File: src/rtl/asram_pkg.sv
package asram_pkg;

  typedef enum logic [2:0] {
    ST_IDLE  = 3'd0,
    ST_RD    = 3'd1,
    ST_RREC  = 3'd2,
    ST_WSET  = 3'd3,
    ST_WLOW  = 3'd4,
    ST_WHOLD = 3'd5
  } asram_state_e;

  function automatic int unsigned cdiv(input int unsigned num, input int unsigned den);
    return (num + den - 1) / den;
  endfunction

  function automatic int unsigned maxu(input int unsigned a, input int unsigned b);
    return (a > b) ? a : b;
  endfunction

endpackage

File: src/rtl/asram_timer.sv
module asram_timer #(
  parameter int unsigned CW = 3
) (
  input  logic          clk,
  input  logic          rst_n,
  input  logic          load,
  input  logic [CW-1:0] load_val,
  output logic [CW-1:0] cnt,
  output logic          zero
);
  always_ff @(posedge clk) begin
    if (!rst_n)            cnt <= '0;
    else if (load)         cnt <= load_val;
    else if (cnt != '0)    cnt <= cnt - 1'b1;
  end

  assign zero = (cnt == '0);
endmodule

File: src/rtl/asram_fsm.sv
module asram_fsm
  import asram_pkg::*;
#(
  parameter int unsigned RD_CYC  = 4,
  parameter int unsigned REC_CYC = 2,
  parameter int unsigned WP_CYC  = 3,
  parameter int unsigned CW      = 3
) (
  input  logic          clk,
  input  logic          rst_n,
  input  logic          req_valid,
  input  logic          req_write,
  input  logic [CW-1:0] cnt,
  input  logic          cnt_zero,
  output asram_state_e  state,
  output logic          tmr_load,
  output logic [CW-1:0] tmr_val,
  output logic          accept,
  output logic          capture,
  output logic          ready
);
  localparam logic [CW-1:0] RD_LOAD  = CW'(RD_CYC - 1);
  localparam logic [CW-1:0] REC_LOAD = CW'(REC_CYC - 1);
  localparam logic [CW-1:0] WP_LOAD  = CW'(WP_CYC - 1);

  asram_state_e nxt;

  always_comb begin
    nxt      = state;
    tmr_load = 1'b0;
    tmr_val  = '0;
    accept   = 1'b0;
    capture  = 1'b0;
    ready    = 1'b0;
    unique case (state)
      ST_IDLE: if (req_valid) begin
        accept = 1'b1;
        if (req_write) nxt = ST_WSET;
        else begin
          nxt      = ST_RD;
          tmr_load = 1'b1;
          tmr_val  = RD_LOAD;
        end
      end
      ST_RD: if (cnt_zero) begin
        capture  = 1'b1;
        nxt      = ST_RREC;
        tmr_load = 1'b1;
        tmr_val  = REC_LOAD;
      end
      ST_RREC: begin
        ready = (cnt == REC_LOAD);
        if (cnt_zero) nxt = ST_IDLE;
      end
      ST_WSET: begin
        nxt      = ST_WLOW;
        tmr_load = 1'b1;
        tmr_val  = WP_LOAD;
      end
      ST_WLOW: if (cnt_zero) nxt = ST_WHOLD;
      ST_WHOLD: begin
        ready = 1'b1;
        nxt   = ST_IDLE;
      end
      default: nxt = ST_IDLE;
    endcase
  end

  always_ff @(posedge clk) begin
    if (!rst_n) state <= ST_IDLE;
    else        state <= nxt;
  end

  AST_READY_ONE: assert property (@(posedge clk) disable iff (!rst_n)
    ready |=> !ready);
  AST_ACCEPT_IDLE: assert property (@(posedge clk) disable iff (!rst_n)
    (accept && !req_write) |=> (state == ST_RD));
endmodule

File: src/rtl/asram_datapath.sv
module asram_datapath #(
  parameter int unsigned ADDR_W = 17,
  parameter int unsigned DATA_W = 16,
  parameter int unsigned LANES  = DATA_W / 8
) (
  input  logic              clk,
  input  logic              rst_n,
  input  logic              accept,
  input  logic              capture,
  input  logic [ADDR_W-1:0] req_addr,
  input  logic [DATA_W-1:0] req_wdata,
  input  logic [LANES-1:0]  req_be,
  input  logic [DATA_W-1:0] dq_in,
  output logic [ADDR_W-1:0] addr_q,
  output logic [DATA_W-1:0] wdata_q,
  output logic [LANES-1:0]  be_q,
  output logic [DATA_W-1:0] rdata_q
);
  always_ff @(posedge clk) begin
    if (!rst_n) begin
      addr_q  <= '0;
      wdata_q <= '0;
      be_q    <= '0;
    end else if (accept) begin
      addr_q  <= req_addr;
      wdata_q <= req_wdata;
      be_q    <= req_be;
    end
  end

  for (genvar g = 0; g < LANES; g++) begin : g_lane
    always_ff @(posedge clk) begin
      if (!rst_n)       rdata_q[g*8 +: 8] <= '0;
      else if (capture) rdata_q[g*8 +: 8] <= be_q[g] ? dq_in[g*8 +: 8] : 8'h00;
    end
  end
endmodule

File: src/rtl/asram_ctrl.sv
module asram_ctrl
  import asram_pkg::*;
#(
  parameter int unsigned ADDR_W    = 17,
  parameter int unsigned DATA_W    = 16,
  parameter int unsigned CLK_PS    = 20000,
  parameter int unsigned T_AA_PS   = 70000,
  parameter int unsigned T_OE_PS   = 35000,
  parameter int unsigned T_WP_PS   = 50000,
  parameter int unsigned T_OHZ_PS  = 30000
) (
  input  logic              clk,
  input  logic              rst_n,
  input  logic              req_valid,
  output logic              req_ready,
  input  logic              req_write,
  input  logic [ADDR_W-1:0] req_addr,
  input  logic [DATA_W-1:0] req_wdata,
  input  logic [1:0]        req_be,
  output logic [DATA_W-1:0] rd_data,
  output logic [ADDR_W-1:0] sram_addr,
  output logic              ce_n,
  output logic              oe_n,
  output logic              we_n,
  output logic              lb_n,
  output logic              ub_n,
  output logic [DATA_W-1:0] dq_out,
  output logic              dq_oe,
  input  logic [DATA_W-1:0] dq_in
);
  localparam int unsigned LANES   = DATA_W / 8;
  localparam int unsigned RD_CYC  = maxu(1, maxu(cdiv(T_AA_PS, CLK_PS), cdiv(T_OE_PS, CLK_PS)));
  localparam int unsigned REC_CYC = maxu(1, cdiv(T_OHZ_PS, CLK_PS));
  localparam int unsigned WP_CYC  = maxu(1, cdiv(T_WP_PS, CLK_PS));
  localparam int unsigned CW      = maxu(1, $clog2(maxu(RD_CYC, maxu(REC_CYC, WP_CYC)) + 1));

  asram_state_e    state;
  logic            tmr_load, tmr_zero, accept, capture;
  logic [CW-1:0]   tmr_val, tmr_cnt;
  logic [LANES-1:0] be_q;

  asram_timer #(.CW(CW)) u_timer (
    .clk(clk), .rst_n(rst_n), .load(tmr_load), .load_val(tmr_val),
    .cnt(tmr_cnt), .zero(tmr_zero)
  );

  asram_fsm #(.RD_CYC(RD_CYC), .REC_CYC(REC_CYC), .WP_CYC(WP_CYC), .CW(CW)) u_fsm (
    .clk(clk), .rst_n(rst_n), .req_valid(req_valid), .req_write(req_write),
    .cnt(tmr_cnt), .cnt_zero(tmr_zero), .state(state), .tmr_load(tmr_load),
    .tmr_val(tmr_val), .accept(accept), .capture(capture), .ready(req_ready)
  );

  asram_datapath #(.ADDR_W(ADDR_W), .DATA_W(DATA_W), .LANES(LANES)) u_dp (
    .clk(clk), .rst_n(rst_n), .accept(accept), .capture(capture),
    .req_addr(req_addr), .req_wdata(req_wdata), .req_be(req_be[LANES-1:0]),
    .dq_in(dq_in), .addr_q(sram_addr), .wdata_q(dq_out), .be_q(be_q),
    .rdata_q(rd_data)
  );

  logic chip_on;
  assign chip_on = (state == ST_RD) || (state == ST_WSET) ||
                   (state == ST_WLOW) || (state == ST_WHOLD);
  assign ce_n  = !chip_on;
  assign oe_n  = (state != ST_RD);
  assign we_n  = (state != ST_WLOW);
  assign lb_n  = !(chip_on && be_q[0]);
  assign ub_n  = !(chip_on && be_q[LANES-1]);
  assign dq_oe = (state == ST_WLOW) || (state == ST_WHOLD);

  AST_WE_NEEDS_CE: assert property (@(posedge clk) disable iff (!rst_n)
    !we_n |-> !ce_n);
  AST_ADDR_HOLD: assert property (@(posedge clk) disable iff (!rst_n)
    !we_n |-> $stable(sram_addr));
  AST_NO_CONTENTION: assert property (@(posedge clk) disable iff (!rst_n)
    dq_oe |-> oe_n);
  AST_TURNAROUND: assert property (@(posedge clk) disable iff (!rst_n)
    $rose(oe_n) |-> (ce_n && !dq_oe));
  AST_LANE_GATED: assert property (@(posedge clk) disable iff (!rst_n)
    (!lb_n || !ub_n) |-> !ce_n);
  AST_CAPTURE_OE: assert property (@(posedge clk) disable iff (!rst_n)
    capture |-> (!oe_n && !ce_n));
endmodule

File: config.mk
export PLATFORM = sky130hd
export DESIGN_NAME = asram_ctrl
export DESIGN_NICKNAME = d
export VERILOG_FILES = /design/src/rtl/asram_pkg.sv /design/src/rtl/asram_timer.sv /design/src/rtl/asram_fsm.sv /design/src/rtl/asram_datapath.sv /design/src/rtl/asram_ctrl.sv
export SDC_FILE = /design/constraint.sdc
export NUM_CORES = 1
export LEC_CHECK = 0
export BUFFER_PORTS_ARGS = -buffer_cell sky130_fd_sc_hd__buf_2
export CAP_MARGIN = 20
export CELL_PAD_IN_SITES_DETAIL_PLACEMENT = 0
export CELL_PAD_IN_SITES_GLOBAL_PLACEMENT = 1
export CORE_AREA = 5 5 90 92
export CTS_BUF_LIST = sky130_fd_sc_hd__clkbuf_4 sky130_fd_sc_hd__clkbuf_8
export CTS_CLUSTER_DIAMETER = 120
export DETAILED_ROUTE_END_ITERATION = 16
export DIE_AREA = 0 0 95 97
export PLACE_DENSITY = 0.87
export SLEW_MARGIN = 20
export SYNTH_ARGS = -nofsm -noshare
export SYNTH_HDL_FRONTEND = slang
export SYNTH_HIERARCHICAL = 1
export SYNTH_SLANG_ARGS = --single-unit
File: constraint.sdc
create_clock -name clk -period 2.3 [get_ports clk]
set_input_delay 0.46 -clock clk [delete_from_list [all_inputs] [get_ports clk]]
set_output_delay 0.46 -clock clk [all_outputs]
set_load 0.05 [all_outputs]
==> results.cfg <==
[status]
status = finished clean

[clock_tree]
h-tree-depth = 3
clk_pin_slew_ps = 60
root_buffer = clkbuf_8
insertion_delay_ps = 320
cts_buffers = 9
clock_path_buffers = 2
cts_tree = done
cts_sinks = 57

[die]
pin_count = 111
die-area_sq_mm = 0.00922
std_cell_rows = 31
core_area_sq_mm = 0.00714
start_util_pct = 35.2
die_h_um = 97
die-width_um = 95

[place]
io_buffers = 110
placed_area_sq_mm = 0.00310
routabilityCongestion = 0.779
dp_hpwl_mm = 4.20

[synth]
synthFlopType = dfxtp_1
synth_fp_nets = 303
avgSynthCellArea_sq_um = 10.2
syn_area_sq_mm = 0.00251
ys_ff_latch = 57
synth_cell_types = 34
postSynthCellCount = 246
synth_edf_count = 0
ys_warn_count = 6
yosysSeqAreaShare_pct = 45.5
synthArstFlopShare_pct = 0

[critical_path]
crit_type = reg -> out
cp-start-kind = flip-flop
critPathRequiredTime_ps = 1840
crit_path_end_kind = output port
crit_fanout = 15
cp.arrival_ps = 1690

[cells_and_area]
filler_cell_count = 735
drive_gt1_share_pct = 39.2
utilization_pct = 46.0
multi_input_area_sq_mm = 0.00121
area.growth.synth_to_final_pct = 30.9
finish.net_count = 409
antenna_cells = 0
final_cell_area_sq_mm = 0.00329
seq_area_sq_mm = 0.00114

[sta]
finalCriticalPeriod_ps = 2150
finClkSkew_ps = 7.75
tns_ps = 0
slew_headroom_pct = 66.4
hold_violations = 0
worst_pin_slew_ps = 504
report.final.slew_viol_count = 0
finalSetupViolCount = 0
rsz0062_at_grt = false
fmax_ghz = 0.465
fin_crit_sh_pct = 93.5

[job]
maxCapViolCount = 0

[route]
dr.pass1.iters = 4
wl_per_cell_um = 12.5
wl_mm = 5.72
route.antenna.remaining_nets = 0
vias = 2071
vias_per_cell = 4.54
drt_iter0_markers = 30
drc = 0

[min_path]
worstHoldPathType = in -> reg

[pwr]
powerDensity_mw_per_mm2 = 1010
p_leak_nw = 1.56
vdd_drop_max_mv = 0.421
total_power_mw = 3.32

[grt]
first_global_vias = 1983
antenna_found_initial = 0
overflow = 0
grt_max_degree = 51
grt_pass1_wl_mm = 9.06
grt_usage_pct = 12.4
metal layers:
metal	wire [um]	vias to the layer above	global-route usage, %	share of wire, %
met5	0	-	0	0
met4	45	0	4.55	0.79
met3	453	6	4.81	7.9
met2	2680	75	20.0	47
met1	2540	926	14.7	44
li1	-	1064	-	-
metrics by stage:
| step | instances | worst slack (ps) | hold WS (ps) |
|---|---|---|---|
| final | 456 | 149 | 377 |
| after CTS | 456 | 28.7 | 352 |
| after global placement | 440 | 270 | 454 |
| after floorplan | 246 | 247 | 556 |
| after global routing | 456 | 41.1 | 357 |
| after detailed placement | 440 | 238 | 456 |
repair_timing:
action                                  4_1_cts  5_1_grt
endpoints found under the hold margin         0        0
hold buffers                                  0        0
endpoints found under the setup margin        0        1
buffers inserted                              0        0
gates resized for setup                       0        2
logic make-up (layout without fill, tap and decap cells):
logic type | after synthesis | in the layout | synth area share (%)
other | 1 | 1 | 0.149
adders and majority gates | 2 | 2 | 0.997
DFF | 57 | 57 | 45.5
muxes | 36 | 36 | 14.4
AOI/OAI and AO/OA | 12 | 12 | 3.34
and+or+nand+nor | 114 | 114 | 28.8
buffers and inverters | 24 | 135 | 6.88
cell type report:
type | count | area share (%)
Sequential cell | 57 | 34.8
Multi-Input combinational cell | 165 | 36.7
Timing Repair Buffer | 115 | 18.7
Clock inverter | 3 | 0.457
Inverter | 4 | 0.457
Clock buffer | 13 | 5.06
Tap cell | 99 | 3.77
worst max-delay path: stages, from the launching register on:
cell,delay (ps)
dfxtp_2,390
or4_1,540
o22ai_1,180
clkbuf_4,260
report_power, final:
group          switching, mW  internal [mW]  leakage, nW  total [mW]
Sequential            0.0990           1.12        0.466        1.22
Combinational          0.802          0.465        0.994        1.27
Clock                  0.359          0.468        0.100       0.828
Total                   1.26           2.06         1.56        3.32
cell usage after synthesis (2+ instances only):
cell | count | area (sq um)
buf_4 | 6 | 45.0
nand3b_1 | 17 | 128
mux2i_1 | 35 | 350
nand2b_1 | 4 | 25.0
buf_2 | 3 | 15.0
ha_1 | 2 | 25.0
nand4_1 | 16 | 100
dfxtp_1 | 57 | 1140
nor3_1 | 2 | 10.0
nor4b_1 | 4 | 35.0
a2111oi_1 | 2 | 20.0
clkbuf_1 | 7 | 26.3
nand2_1 | 20 | 75.1
o21ai_1 | 2 | 10.0
a21oi_1 | 2 | 10.0
or3b_1 | 2 | 17.5
buf_12 | 3 | 60.1
inv_1 | 4 | 15.0
nor2b_2 | 3 | 26.3
a211oi_1 | 2 | 15.0
nor2b_1 | 40 | 250
placed cells by master, fill, tap and decap left out, drive strengths merged, types with 3 or more instances in the layout:
cell type / count
nor2b: 43
mux2i: 35
inv: 4
clkinv: 3
nor4b: 5
nand2: 20
nand2b: 4
nand4: 16
buf: 114
dfxtp: 57
clkbuf: 14
o21ai: 3
nand3b: 17
sequential cells by signal, indices dropped and copies added (netlist names):
name,count
u_dp/addr_q,17
u_dp/rdata_q,16
u_dp/wdata_q,16
u_fsm/state,3
u_timer/cnt,3
u_dp/be_q,2
final timing paths:
| check | start | to | slack (ps) | cells past startpoint |
|---|---|---|---|---|
| hold reg to reg | u_dp/rdata_q[4]$_SDFFE_PN0P_ | u_dp/rdata_q[4]$_SDFFE_PN0P_ | 470 | 2 |
| hold / removal | dq_in[8] | u_dp/rdata_q[8]$_SDFFE_PN0P_ | 380 | 3 |
| setup reg to reg | u_timer/cnt[0]$_SDFFE_PN0P_ | u_timer/cnt[1]$_SDFFE_PN0P_ | 340 | 8 |
| setup / recovery | u_fsm/state[0]$_SDFFE_PN0P_ | req_ready | 150 | 3 |
No activity file was read; power rests on OpenSTA's default activity.
